$ cat src/rtl/statSnapPkg.sv
package statSnapPkg;
  localparam int SNAP_REGS = 3;
  localparam int SNAP_AW   = 2;
  localparam int SNAP_SLOTS = 1 << SNAP_AW;

  typedef struct packed {
    logic               capture;
    logic               rdFire;
    logic               rdMapped;
    logic               rdFromBuf;
    logic [SNAP_AW-1:0] rdIdx;
  } snapStrobe_t;
endpackage

$ cat src/rtl/statSnapCtrl.sv
module statSnapCtrl
  import statSnapPkg::*;
#(
  parameter bit                   TRIG_EXT      = 1'b0,
  parameter bit                   TRIG_ACT_HIGH = 1'b1,
  parameter logic [SNAP_REGS-1:0] BUF_MASK      = 3'b110
) (
  input  logic               clk,
  input  logic               rstN,
  input  logic               rdEn,
  input  logic [SNAP_AW-1:0] rdAddr,
  input  logic               trigIn,
  output snapStrobe_t        stb,
  output logic               rdValid,
  output logic [SNAP_REGS-1:0] swAcc
);
  localparam logic [SNAP_SLOTS-1:0] BUF_SLOT = SNAP_SLOTS'(BUF_MASK);

  logic trigLevel;
  logic regHit;
  logic bypassHit;
  logic [SNAP_REGS-1:0] accNext;

  always_comb begin
    trigLevel     = TRIG_ACT_HIGH ? trigIn : ~trigIn;
    regHit        = rdEn && (rdAddr == '0);
    bypassHit     = !TRIG_EXT && (rdAddr == '0);
    stb.capture   = TRIG_EXT ? trigLevel : regHit;
    stb.rdFire    = rdEn;
    stb.rdIdx     = rdAddr;
    stb.rdMapped  = (32'(rdAddr) < SNAP_REGS);
    stb.rdFromBuf = BUF_SLOT[rdAddr] && !bypassHit;
  end

  for (genvar i = 0; i < SNAP_REGS; i++) begin : g_acc
    if (BUF_MASK[i]) begin : g_buf
      assign accNext[i] = stb.capture;
    end else begin : g_live
      assign accNext[i] = rdEn && (rdAddr == SNAP_AW'(i));
    end
  end

  always_ff @(posedge clk or negedge rstN) begin
    if (!rstN) begin
      rdValid <= 1'b0;
      swAcc   <= '0;
    end else begin
      rdValid <= rdEn;
      swAcc   <= accNext;
    end
  end
endmodule

$ cat src/rtl/statSnapData.sv
module statSnapData
  import statSnapPkg::*;
#(
  parameter int                   DATA_W   = 32,
  parameter logic [SNAP_REGS-1:0] BUF_MASK = 3'b110
) (
  input  logic                                clk,
  input  logic                                rstN,
  input  snapStrobe_t                         stb,
  input  logic [SNAP_REGS-1:0][DATA_W-1:0]    hwVal,
  output logic [DATA_W-1:0]                   rdData
);
  logic [SNAP_SLOTS-1:0][DATA_W-1:0] liveSlot;
  logic [SNAP_SLOTS-1:0][DATA_W-1:0] shadowSlot;
  logic [DATA_W-1:0] nextData;

  for (genvar i = 0; i < SNAP_SLOTS; i++) begin : g_slot
    if (i < SNAP_REGS) begin : g_reg
      assign liveSlot[i] = hwVal[i];
      if (BUF_MASK[i]) begin : g_shadow
        logic [DATA_W-1:0] heldQ;
        always_ff @(posedge clk or negedge rstN) begin
          if (!rstN)            heldQ <= '0;
          else if (stb.capture) heldQ <= hwVal[i];
        end
        assign shadowSlot[i] = heldQ;
      end else begin : g_noshadow
        assign shadowSlot[i] = '0;
      end
    end else begin : g_pad
      assign liveSlot[i]   = '0;
      assign shadowSlot[i] = '0;
    end
  end

  always_comb begin
    if (!stb.rdFire || !stb.rdMapped) nextData = '0;
    else if (stb.rdFromBuf)           nextData = shadowSlot[stb.rdIdx];
    else                              nextData = liveSlot[stb.rdIdx];
  end

  always_ff @(posedge clk or negedge rstN) begin
    if (!rstN) rdData <= '0;
    else       rdData <= nextData;
  end
endmodule

$ cat src/rtl/statSnapBank.sv
module statSnapBank
  import statSnapPkg::*;
#(
  parameter int                   DATA_W        = 32,
  parameter bit                   TRIG_EXT      = 1'b0,
  parameter bit                   TRIG_ACT_HIGH = 1'b1,
  parameter logic [SNAP_REGS-1:0] BUF_MASK      = 3'b110
) (
  input  logic                 clk,
  input  logic                 rstN,
  input  logic                 rdEn,
  input  logic [SNAP_AW-1:0]   rdAddr,
  input  logic                 trigIn,
  input  logic [DATA_W-1:0]    hwStat0,
  input  logic [DATA_W-1:0]    hwStat1,
  input  logic [DATA_W-1:0]    hwStat2,
  output logic                 rdValid,
  output logic [DATA_W-1:0]    rdData,
  output logic [SNAP_REGS-1:0] swAcc
);
  snapStrobe_t stb;
  logic [SNAP_REGS-1:0][DATA_W-1:0] hwVal;

  assign hwVal = {hwStat2, hwStat1, hwStat0};

  statSnapCtrl #(
    .TRIG_EXT(TRIG_EXT), .TRIG_ACT_HIGH(TRIG_ACT_HIGH), .BUF_MASK(BUF_MASK)
  ) u_ctrl (
    .clk(clk), .rstN(rstN), .rdEn(rdEn), .rdAddr(rdAddr), .trigIn(trigIn),
    .stb(stb), .rdValid(rdValid), .swAcc(swAcc)
  );

  statSnapData #(.DATA_W(DATA_W), .BUF_MASK(BUF_MASK)) u_data (
    .clk(clk), .rstN(rstN), .stb(stb), .hwVal(hwVal), .rdData(rdData)
  );
endmodule

$ cat config.mk
export PLATFORM = sky130hd
export DESIGN_NAME = statSnapBank
export DESIGN_NICKNAME = d
export VERILOG_FILES = /design/src/rtl/statSnapPkg.sv /design/src/rtl/statSnapCtrl.sv /design/src/rtl/statSnapData.sv /design/src/rtl/statSnapBank.sv
export SDC_FILE = /design/constraint.sdc
export NUM_CORES = 1
export LEC_CHECK = 0
export BUFFER_PORTS_ARGS = -buffer_cell sky130_fd_sc_hd__buf_2
export CORE_MARGIN = 1.5
export CORE_UTILIZATION = 56
export DETAILED_ROUTE_END_ITERATION = 10
export PLACE_DENSITY = 0.85
export SYNTH_ARGS = -nofsm -noshare
export SYNTH_HDL_FRONTEND = slang
export SYNTH_SLANG_ARGS = --single-unit
$ cat constraint.sdc
create_clock -name clk -period 2.3 [get_ports clk]
set_input_delay 0.69 -clock clk [delete_from_list [all_inputs] [get_ports clk]]
set_output_delay 0.69 -clock clk [all_outputs]
set_load 0.01 [all_outputs]
==> results of run 1 <==
-- kinds of logic after synthesis --
family,after synthesis
mux,77
buf+inv,44
flops,98
compound gates,103
simple gates,49
fa+ha+maj,2
-- where the power goes --
group	internal (mW)	switching (mW)
clock	0.757	0.611
combinational	0.434	0.405
sequential	1.97	0.120
-- worst paths after layout --
check	endpoint	slack, ns
max reg2reg	u_data.rdData[16]$_DFF_PN0_	1.07
min	u_ctrl.swAcc[0]$_DFF_PN0_	0.27
max	u_data.rdData[31]$_DFF_PN0_	0.33
min reg2reg	u_data.g_slot[1].g_reg.g_shadow.heldQ[26]$_DFFE_PN0P_	0.51
max in group asynchronous	u_data.g_slot[2].g_reg.g_shadow.heldQ[28]$_DFFE_PN0P_	1.39
min in group clk	u_ctrl.rdValid$_DFF_PN0_	0.50
-- synthesized netlist by cell type --
cell	n	area share [%]
nand2_1	1	0.079
clkbuf_8	4	1.2
and2b_2	2	0.37
a2111oi_2	2	0.63
mux2_2	64	15
a21o_2	1	0.19
buf_12	2	0.85
and2b_1	1	0.16
buf_4	6	0.95
a2111oi_0	2	0.37
o22ai_1	19	2.5
dfrtp_1	98	52
a221oi_1	32	5.9
a2111oi_1	9	1.9
clkbuf_1	12	0.95
nor2b_1	17	2.2
buf_2	13	1.4
o21ai_0	19	2.0
o221ai_1	19	3.5
inv_1	3	0.24
nor2_1	13	1.0
nand2b_1	3	0.40
clkinv_1	1	0.079
dlygate4sd1_1	1	0.19
clkbuf_2	1	0.11
or2b_2	10	1.9
or2b_1	2	0.32
ha_1	2	0.53
buf_6	1	0.24
mux2i_1	13	2.8
-- metrics by stage --
step / instance area (um^2) / util (%) / hold slack (ns)
after floorplan: 4740 / - / 0.394
final: 5740 / 69.8 / 0.275
after global placement: 5490 / 66.8 / 0.480
after detailed placement: 5490 / 66.8 / 0.489
after CTS: 5740 / 69.8 / 0.285
after global routing: 5740 / 69.8 / 0.301
-- cell type report --
cell class                 instances  share of cell area (%)
sequential                        98                    42.7
multi-input combinational        231                    34.9
timing repair buffer             153                    15.4
clock buffer                      10                    2.40
tap                              105                    2.29
clock inverter                     6                    1.96
inverter                           4                   0.262
-- state kept, by name, indices dropped and copies added, names as in the netlist --
register,count
u_ctrl.swAcc,1
u_data.rdData,32
u_data.g_slot.g_reg.g_shadow.heldQ,64
u_ctrl.rdValid,1
-- metal layers --
metal / GRT usage (%) / vias to the layer above
met5: 0 / -
met4: 10.1 / 2
met1: 36.4 / 1871
met2: 44.3 / 150
met3: 3.86 / 17
li1: - / 1668
==> reports/qor.yml, run 1 <==
clock_tree:
  cts_tree: "yes"
  clk_latency_ns: 0.36
  clk_pin_slew_ns: 0.09
  cts_made_buffers: 9
  clock-sinks: 98
  htree_num_levels: 3
  clockRootBuffer: "clkbuf_8"
  cts_hold_buf: 0
  clockBufferDepth: 2
  postCtsSetupRepairBufs: 0
  cts_resized: 0
power:
  power.leakage_nw: 2.68
  power.density_nw_per_um2: 750
  vdd.ir_drop.worst_mv: 0.452
  finalPower_mw: 4.30
critical_path:
  end_kind: "flip-flop"
  cp_max_fo: 20
  path_cells: "buf_2 > inv_1 > ha_4 > or2b_2 > nor2_1 > a2111oi_0"
  worstSetupStartpointType: "input port"
  crit_type: "input port to flip-flop"
  rr_worst_depth: 3
  crit_start: "rdAddr[1]"
  critPathSlowestCell: "a2111oi_0"
  crit_path_max_incr_delay_ns: 0.45
  path_buf_inv: 2
  crit_required_ns: 2.50
  r2r-start: "u_data.g_slot[1].g_reg.g_shadow.heldQ[16]$_DFFE_PN0P_"
  critical_path_depth: 6
  cp.arrival_ns: 2.17
  cp_top_family: "compound AO/OA/AOI/OAI gates"
route:
  wl_met1_mm: 5.12
  vias: 3708
  wl_met2_mm: 5.92
  drt_wl_total_mm: 11.9
  vias_per_cell: 6.11
  wire_per_inst_um: 19.6
  highest_layer: "met5"
  drtIter0Drc: 182
  drt_pass1_iterations: 4
  drc: 0
  wl_met3_um: 647
  antenna_left: 0
finish:
  multi_input_area_um2: 2000
  fin_cells: 607
  num_antenna_cells: 0
  layout_commonest_cell: "buf_2"
  drive_above_1_share_pct: 50.0
  nets: 601
  area_growth_pct: 21.3
  final_cell_mix: "135 x buf_2, 98 x dfrtp_1, 64 x mux2_2"
  fillers: 622
  seqCellArea_um2: 2450
logic_synthesis:
  synth.yosys.warnings: 0
  ys_seq_area_share_pct: 51.8
  syn_area_um2: 4730
  synth_compound_area_share_pct: 17.1
  synth-seq-cells: 98
  synthXorXnorAreaFrac_pct: 0
  synth_nets: 477
  synth_top_family_by_area: "multiplexers"
  synthAdderAreaFrac_pct: 0.529
  synthSimpleGateAreaFrac_pct: 6.45
  ys_types: 30
  avgSynthCellArea_um2: 12.7
  postSynthCellCount: 373
  synthMuxAreaShare_pct: 18.0
job:
  drv_cap: 0
sta:
  setup_viol: 0
  worst_slew_pin_slew_ns: 0.445
  final-hold-violation-count: 0
  period_minus_slack_ns: 1.97
  slew_viol_final: 0
  fmax_ghz: 0.507
  clock_skew_ns: 0.0137
  timing.final.crit_share_pct: 85.8
  rsz0062_at_grt: "false"
  fin_setup_tns_ns: 0
  final.setup.worst_slack_ns: 0.326
  slew_headroom_pct: 69.6
global_route:
  grt_pass1_wl_mm: 18.5
  grt_usage_pct: 27.0
  overflow: 0
  grt_pass1_vias: 3666
  grt_max_degree: 52
  antenna_found_initial: 1
floorplanning:
  die-area_um2: 9010
  io_pins: 138
  start_util_pct: 57.6
  coreArea_um2: 8220
  row_count: 33
  die_w_um: 94.9
  die_h_um: 94.9
min_path:
  worstHoldPathType: "input port to asynchronous set/reset pin"
place:
  place.gp.congestion: 0.822
  pre_cts_slack_ns: -0.0290
  dp.cells: 591
  hpwl_mm: 7.72
  io_buffers: 136
outcome:
  status: "completed"
Note: power is estimated with default switching activity, not from simulation.
==> inputs of run 2 (changes only) <==
Settings changed: CORE_ASPECT_RATIO set to 1.1.
==> run 2 against run 1 <==
  * Worst setup slack better by 0.033 ns
  * Sequential share of layout area up 0.065 points
  * Global-route usage is 0.66 points lower
  * Largest cell class unchanged
  * Largest power group unchanged
==> reports/qor.yml, run 2 (synthesis results as in run 1) <==
floorplanning:
  io_pins: 138  # unchanged
  coreArea_um2: 8040  # was 8220 um^2
  row_count: 34  # was 33
  die-area_um2: 9010  # about the same
  start_util_pct: 58.8  # was 57.6%
  die_h_um: 99.4  # was 94.9 um
  die_w_um: 90.6  # was 94.9 um
sta:
  fin_setup_tns_ns: 0  # unchanged
  slew_viol_final: 0  # unchanged
  setup_viol: 0  # unchanged
  worst_slew_pin_slew_ns: 0.519  # was 0.445 ns
  clock_skew_ns: 0.00654  # was 0.0137 ns
  final-hold-violation-count: 0  # unchanged
  slew_headroom_pct: 65.4  # was 69.6%
  timing.final.crit_share_pct: 84.4  # was 85.8%
  rsz0062_at_grt: "false"  # unchanged
  fmax_ghz: 0.515  # was 0.507 GHz
  period_minus_slack_ns: 1.94  # was 1.97 ns
power:
  power.leakage_nw: 2.67  # was 2.68 nW
  power.switching_mw: 1.12  # was 1.14 mW
  combPwrFrac_pct: 20.8  # was 19.5%
  intPower_mw: 2.95  # was 3.16 mW
  vdd.ir_drop.worst_mv: 0.493  # was 0.452 mV
  switching_share_pct: 27.4  # was 26.4%
  power.density_nw_per_um2: 710  # was 750 nW/um^2
  p_clk_share_pct: 27.8  # was 31.8%
  p_seq_share_pct: 51.4  # was 48.7%
clock_tree:
  clockBufferDepth: 2  # unchanged
  clock-sinks: 98  # unchanged
  cts_hold_buf: 0  # unchanged
  cts_tree: "yes"  # unchanged
  htree_num_levels: 3  # unchanged
  cts_resized: 0  # unchanged
  cts_made_buffers: 9  # unchanged
  clockRootBuffer: "clkbuf_8"  # unchanged
  postCtsSetupRepairBufs: 0  # unchanged
  clk_latency_ns: 0.36  # about the same
  clk_pin_slew_ns: 0.09  # about the same
critical_path:
  cp.arrival_ns: 2.16  # was 2.17 ns
  path_buf_inv: 3  # was 2
  cp_max_fo: 17  # was 20
  crit_type: "input port to flip-flop"  # unchanged
  end_kind: "flip-flop"  # unchanged
  path_cells: "buf_2 > inv_1 > ha_4 > buf_4 > or2b_2 > a221oi_1 > a2111oi_1"  # was buf_2 > inv_1 > ha_4 > or2b_2 > nor2_1 > a2111oi_0
  worstSetupStartpointType: "input port"  # unchanged
  crit_required_ns: 2.52  # was 2.50 ns
  cp_top_family: "adder cells"  # was compound AO/OA/AOI/OAI gates
  critPathSlowestCell: "ha_4"  # was a2111oi_0
  crit_path_max_incr_delay_ns: 0.42  # was 0.45 ns
place:
  place.gp.congestion: 0.756  # was 0.822
  hpwl_mm: 7.62  # was 7.72 mm
  io_buffers: 136  # unchanged
route:
  drt_wl_total_mm: 11.5  # was 11.9 mm
  antenna_left: 0  # unchanged
  vias: 3756  # was 3,708
  drt_pass1_iterations: 5  # was 4
  vias_per_cell: 6.13  # was 6.11
  wire_per_inst_um: 18.8  # was 19.6 um
  drtIter0Drc: 273  # was 182
  drc: 0  # unchanged
global_route:
  grt_pass1_vias: 3816  # was 3,666
  antenna_found_initial: 0  # was 1
  grt_pass1_wl_mm: 18.5  # about the same
  overflow: 0  # unchanged
  grt_usage_pct: 26.3  # was 27.0%
  grt_max_degree: 99  # was 52
finish:
  final_cell_mix: "135 x buf_2, 98 x dfrtp_1, 64 x mux2_2"  # unchanged
  area_growth_pct: 21.1  # was 21.3%
  reg_top3: "u_data.g_slot.g_reg.g_shadow.heldQ x64, u_data.rdData x32"  # unchanged
  utilization_pct: 71.3  # was 69.8%
  largest_reg_flops: 64  # unchanged
  largest-register: "u_data.g_slot.g_reg.g_shadow.heldQ"  # unchanged
  nets: 604  # was 601
  drive_above_1_share_pct: 50.3  # was 50.0%
  num_antenna_cells: 0  # unchanged
  layout_commonest_cell: "buf_2"  # unchanged
job:
  drv_cap: 0  # unchanged
min_path:
  worstHoldPathType: "input port to asynchronous set/reset pin"  # unchanged
outcome:
  status: "completed"  # unchanged
==> run 2: worst paths after layout <==
| check | from | slack, ns | cells past startpoint | endpoint |
|---|---|---|---|---|
| setup / recovery | rdAddr[0] | 0.36 | 7 | u_data.rdData[8]$_DFF_PN0_ |
| hold / removal | rstN | 0.37 | 2 | u_ctrl.swAcc[0]$_DFF_PN0_ |
| setup reg to reg | u_data.g_slot[1].g_reg.g_shadow.heldQ[8]$_DFFE_PN0P_ | 1.08 | 3 | u_data.rdData[8]$_DFF_PN0_ |
| hold reg to reg | u_data.g_slot[1].g_reg.g_shadow.heldQ[31]$_DFFE_PN0P_ | 0.51 | 1 | u_data.g_slot[1].g_reg.g_shadow.heldQ[31]$_DFFE_PN0P_ |
| max in group asynchronous | rstN | 1.53 | 2 | u_data.g_slot[1].g_reg.g_shadow.heldQ[20]$_DFFE_PN0P_ |
| min in group clk | rdEn | 0.48 | 1 | u_ctrl.rdValid$_DFF_PN0_ |
==> run 2: per-layer routing <==
metal	GRT usage [%]	wire length, um
met4	10.0	193
met3	6.50	1010
met2	44.2	5760
met1	33.0	4560
met5	0	0
==> run 2: area by class of cell <==
class / instances / area [um^2]
clock buffer: 10 / 138
clock inverter: 6 / 65.1
fill: 563 / 2310
inverter: 4 / 15.0
multi-input combinational: 231 / 2000
sequential: 98 / 2450
tap: 108 / 135
timing repair buffer: 156 / 921
==> run 2: power by group through the flow <==
stage / combinational (mW) / sequential, mW / clock [mW]
2_1_floorplan: 0.528 / 2.11 / 0
3_3_place_gp: 0.812 / 2.10 / 0
3_5_place_dp: 0.848 / 2.12 / 0
4_1_cts: 0.850 / 2.09 / 1.15
5_1_grt: 0.923 / 2.12 / 1.21
6_report: 0.844 / 2.09 / 1.13
==> run 2: metrics by stage <==
stage	instances	setup WS, ns	hold slack, ns	power (mW)	cell area (um^2)
2_1_floorplan	373	0.0324	0.394	2.64	4740
3_3_place_gp	597	0.0907	0.478	2.91	5530
3_5_place_dp	597	-0.0109	0.485	2.97	5530
4_1_cts	613	0.375	0.397	4.09	5730
5_1_grt	613	0.237	0.423	4.25	5730
6_report	613	0.359	0.369	4.07	5730
==> inputs of run 3 (changes only) <==
Settings changed: ABC_AREA set to 1, CORE_UTILIZATION 56 to 54, PLACE_DENSITY 0.85 to 0.8.
Clock period 2.3 ns to 1.8 ns, I/O delays scaled along.
==> run 3 against run 2 <==
  * Synthesized cell count rose by 130%
  * Worst setup slack got worse by 0.20 ns
  * Wire length rose by 11%
  * Non-clock buffer count fell by 4
  * Sequential share of layout area fell by 6.2 points
  * Critical endpoint is now u_data.rdData[1]$_DFF_PN0_
==> reports/qor.yml, run 3 <==
finish:
  drive_above_1_share_pct: 19.1  # was 50.3%
  seqCellArea_um2: 2450  # unchanged
  layout_commonest_cell: "nand2_1"  # was buf_2
  area_growth_pct: 17.8  # was 21.1%
  nets: 1078  # was 604
  largest_reg_flops: 64  # unchanged
  utilization_pct: 65.0  # was 71.3%
  reg_top3: "u_data.g_slot.g_reg.g_shadow.heldQ x64, u_data.rdData x32"  # unchanged
  final_cell_mix: "428 x nand2_1, 134 x buf_2, 131 x inv_1"  # was 135 x buf_2, 98 x dfrtp_1, 64 x mux2_2
  largest-register: "u_data.g_slot.g_reg.g_shadow.heldQ"  # unchanged
  final_cell_area_um2: 6700  # was 5730 um^2
  num_antenna_cells: 0  # unchanged
  fillers: 971  # was 563
  multi_input_area_um2: 2390  # was 2000 um^2
clock_tree:
  cts_made_buffers: 9  # unchanged
  htree_num_levels: 3  # unchanged
  clockBufferDepth: 2  # unchanged
  postCtsSetupRepairBufs: 0  # unchanged
  cts_hold_buf: 0  # unchanged
  cts_tree: "yes"  # unchanged
  clk_pin_slew_ns: 0.06  # was 0.09 ns
  clock-sinks: 98  # unchanged
  clk_latency_ns: 0.34  # was 0.36 ns
  cts_resized: 0  # unchanged
  clockRootBuffer: "clkbuf_16"  # was clkbuf_8
critical_path:
  worstSetupStartpointType: "input port"  # unchanged
  crit_type: "input port to flip-flop"  # unchanged
  cp_max_fo: 32  # was 17
  end_kind: "flip-flop"  # unchanged
  rr_worst_depth: 6  # was 3
  r2r-start: "u_data.g_slot[2].g_reg.g_shadow.heldQ[1]$_DFFE_PN0P_"  # was u_data.g_slot[1].g_reg.g_shadow.heldQ[8]$_DFFE_PN0P_
  cp.arrival_ns: 1.90  # was 2.16 ns
  crit_required_ns: 2.06  # was 2.52 ns
  r2r_slack_ns: 0.97  # was 1.08 ns
  rr_endpoint: "u_data.rdData[1]$_DFF_PN0_"  # was u_data.rdData[8]$_DFF_PN0_
  crit_start: "rdAddr[0]"  # unchanged
route:
  wire_per_inst_um: 11.4  # was 18.8 um
  antenna_left: 0  # unchanged
  vias: 5242  # was 3,756
  drtIter0Drc: 221  # was 273
  drt_wl_total_mm: 12.8  # was 11.5 mm
  drc: 0  # unchanged
  drt_pass1_iterations: 4  # was 5
  vias_per_cell: 4.68  # was 6.13
place:
  pre_cts_slack_ns: -0.145  # was -0.0109 ns
  io_buffers: 136  # unchanged
  placed_cell_area_um2: 6440  # was 5530 um^2
  hpwl_mm: 8.05  # was 7.62 mm
  place.gp.congestion: 0.757  # was 0.756
logic_synthesis:
  synth_top_family_by_area: "simple AND/OR/NAND/NOR gates"  # was multiplexers
  syn_area_um2: 5690  # was 4730 um^2
  synth_compound_area_share_pct: 8.45  # was 17.1%
  synthSimpleGateAreaFrac_pct: 32.7  # was 6.45%
  synth.top_cell.area_share_pct: 43.1  # was 51.8%
  async_reset_ff_share_pct: 100  # unchanged
  synth_top_cell_by_area: "dfrtp_1"  # unchanged
  yosysMostFrequentCell: "nand2_1"  # was dfrtp_1
  postSynthCellCount: 864  # was 373
  synthXorXnorAreaFrac_pct: 0  # unchanged
  ys_types: 15  # was 30
  synthMuxAreaShare_pct: 0  # was 18.0%
  synth.yosys.warnings: 0  # unchanged
  ys.flop_type: "dfrtp_1"  # unchanged
  synth_nets: 968  # was 477
  synth-seq-cells: 98  # unchanged
  synthAdderAreaFrac_pct: 0.440  # was 0.529%
  avgSynthCellArea_um2: 6.58  # was 12.7 um^2
  ys_top_cells_by_count: "429 x nand2_1, 132 x inv_1, 98 x dfrtp_1, 44 x o21ai_0"  # was 98 x dfrtp_1, 64 x mux2_2, 32 x a221oi_1
  ys_seq_area_share_pct: 43.1  # was 51.8%
  yosys-top-cells-area: "dfrtp_1 43%, nand2_1 28%, inv_1 8.7%, o21ai_0 3.9%, a21oi_1 2.8%"  # was dfrtp_1 52%, mux2_2 15%, a221oi_1 5.9%, o221ai_1 3.5%, mux2i_1 2.8%
  synth_enable_flop_cells: 0  # unchanged
sta:
  slew_headroom_pct: 39.6  # was 65.4%
  rsz0062_at_grt: "false"  # unchanged
  timing.final.crit_share_pct: 91.1
  final.setup.worst_slack_ns: 0.161  # was 0.359 ns
  clock_skew_ns: 0.00433  # was 0.00654 ns
  setup_viol: 0  # unchanged
  period_minus_slack_ns: 1.64
  slew_viol_final: 0  # unchanged
  fmax_ghz: 0.610
  worst_slew_pin_slew_ns: 0.904  # was 0.519 ns
  final-hold-violation-count: 0  # unchanged
floorplanning:
  die-area_um2: 11200  # was 9010 um^2
  die_w_um: 101  # was 90.6 um
  row_count: 39  # was 34
  start_util_pct: 55.2  # was 58.8%
  io_pins: 138  # unchanged
  die_h_um: 111  # was 99.4 um
  coreArea_um2: 10300  # was 8040 um^2
global_route:
  grt_pass1_wl_mm: 22.0  # was 18.5 mm
  overflow: 0  # unchanged
  antenna_found_initial: 0  # unchanged
  grt_max_degree: 65  # was 99
  grt_pass1_vias: 4820  # was 3,816
  grt_usage_pct: 24.9  # was 26.3%
power:
  vdd.ir_drop.worst_mv: 0.501  # was 0.493 mV
  power.leakage_nw: 4.14  # was 2.67 nW
  finalPower_mw: 5.64  # was 4.07 mW
  power.density_nw_per_um2: 842  # was 710 nW/um^2
min_path:
  worstHoldPathType: "input port to asynchronous set/reset pin"  # unchanged
job:
  drv_cap: 0  # unchanged
outcome:
  status: "completed"  # unchanged
## run 3: changes by cell type after synthesis, sizes merged, moves of 14 or more
cell and delta:
a21oi +32, a221oi -32, buf +28, clkbuf -14
inv +130, mux2 -64, nand2 +448, nor2 +20
nor2b -17, o21ai +45, o221ai -19, o22ai -19
## run 3: worst max-delay path: stages
cell     delay [ns]
buf_2          0.12
ha_1           0.22
nor2_4         0.72
nand2_1        0.14
nor2_1         0.16
## run 3: cells by family (layout without fill, tap and decap cells)
| kind of cell | after synthesis | after routing |
|---|---|---|
| AOI/OAI and AO/OA | 96 | 96 |
| adders and majority gates | 2 | 2 |
| buffers and inverters | 186 | 299 |
| DFF | 98 | 98 |
| and+or+nand+nor | 482 | 482 |
## run 3: how the worst max path moves through the flow
stage                                             end  slack (ns)  depth (start not counted)
after floorplan           u_data.rdData[22]$_DFF_PN0_        0.02                         12
after global placement    u_data.rdData[20]$_DFF_PN0_       -0.11                          5
after detailed placement   u_data.rdData[8]$_DFF_PN0_       -0.15                          5
after CTS                  u_data.rdData[1]$_DFF_PN0_        0.17                          5
after global routing       u_data.rdData[1]$_DFF_PN0_        0.06                          5
final                      u_data.rdData[1]$_DFF_PN0_        0.16                          5
## run 3: per-stage QoR
step / cells / TNS, ns / hold slack, ns
after floorplan: 864 / 0 / 0.244
after global placement: 1106 / -3.47 / 0.465
after detailed placement: 1106 / -4.22 / 0.473
after CTS: 1120 / 0 / 0.112
after global routing: 1120 / 0 / 0.131
final: 1120 / 0 / 0.112
## run 3: power breakdown
part           switching, mW  internal, mW  leakage [nW]
Clock                  0.758         0.962         0.123
Sequential             0.132          2.48          1.25
Combinational          0.779         0.522          2.76
Total                   1.67          3.97          4.14
## run 3: final cells by class
class / instances / share of cell area [%]
clock buffers: 14 / 3.79
multi-input cells: 580 / 35.7
inverters: 133 / 7.46
flip-flops and latches: 98 / 36.6
well taps: 143 / 2.67
repair buffers: 152 / 13.7
## run 3: layer usage
metal | vias to the layer above | wire length, um | global-route usage (%) | share of wire [%]
met2 | 128 | 6210 | 40.7 | 48
met4 | 0 | 255 | 9.77 | 2.0
li1 | 2742 | - | - | -
met1 | 2352 | 5740 | 33.2 | 45
met3 | 20 | 607 | 3.35 | 4.7
met5 | - | 0 | 0 | 0
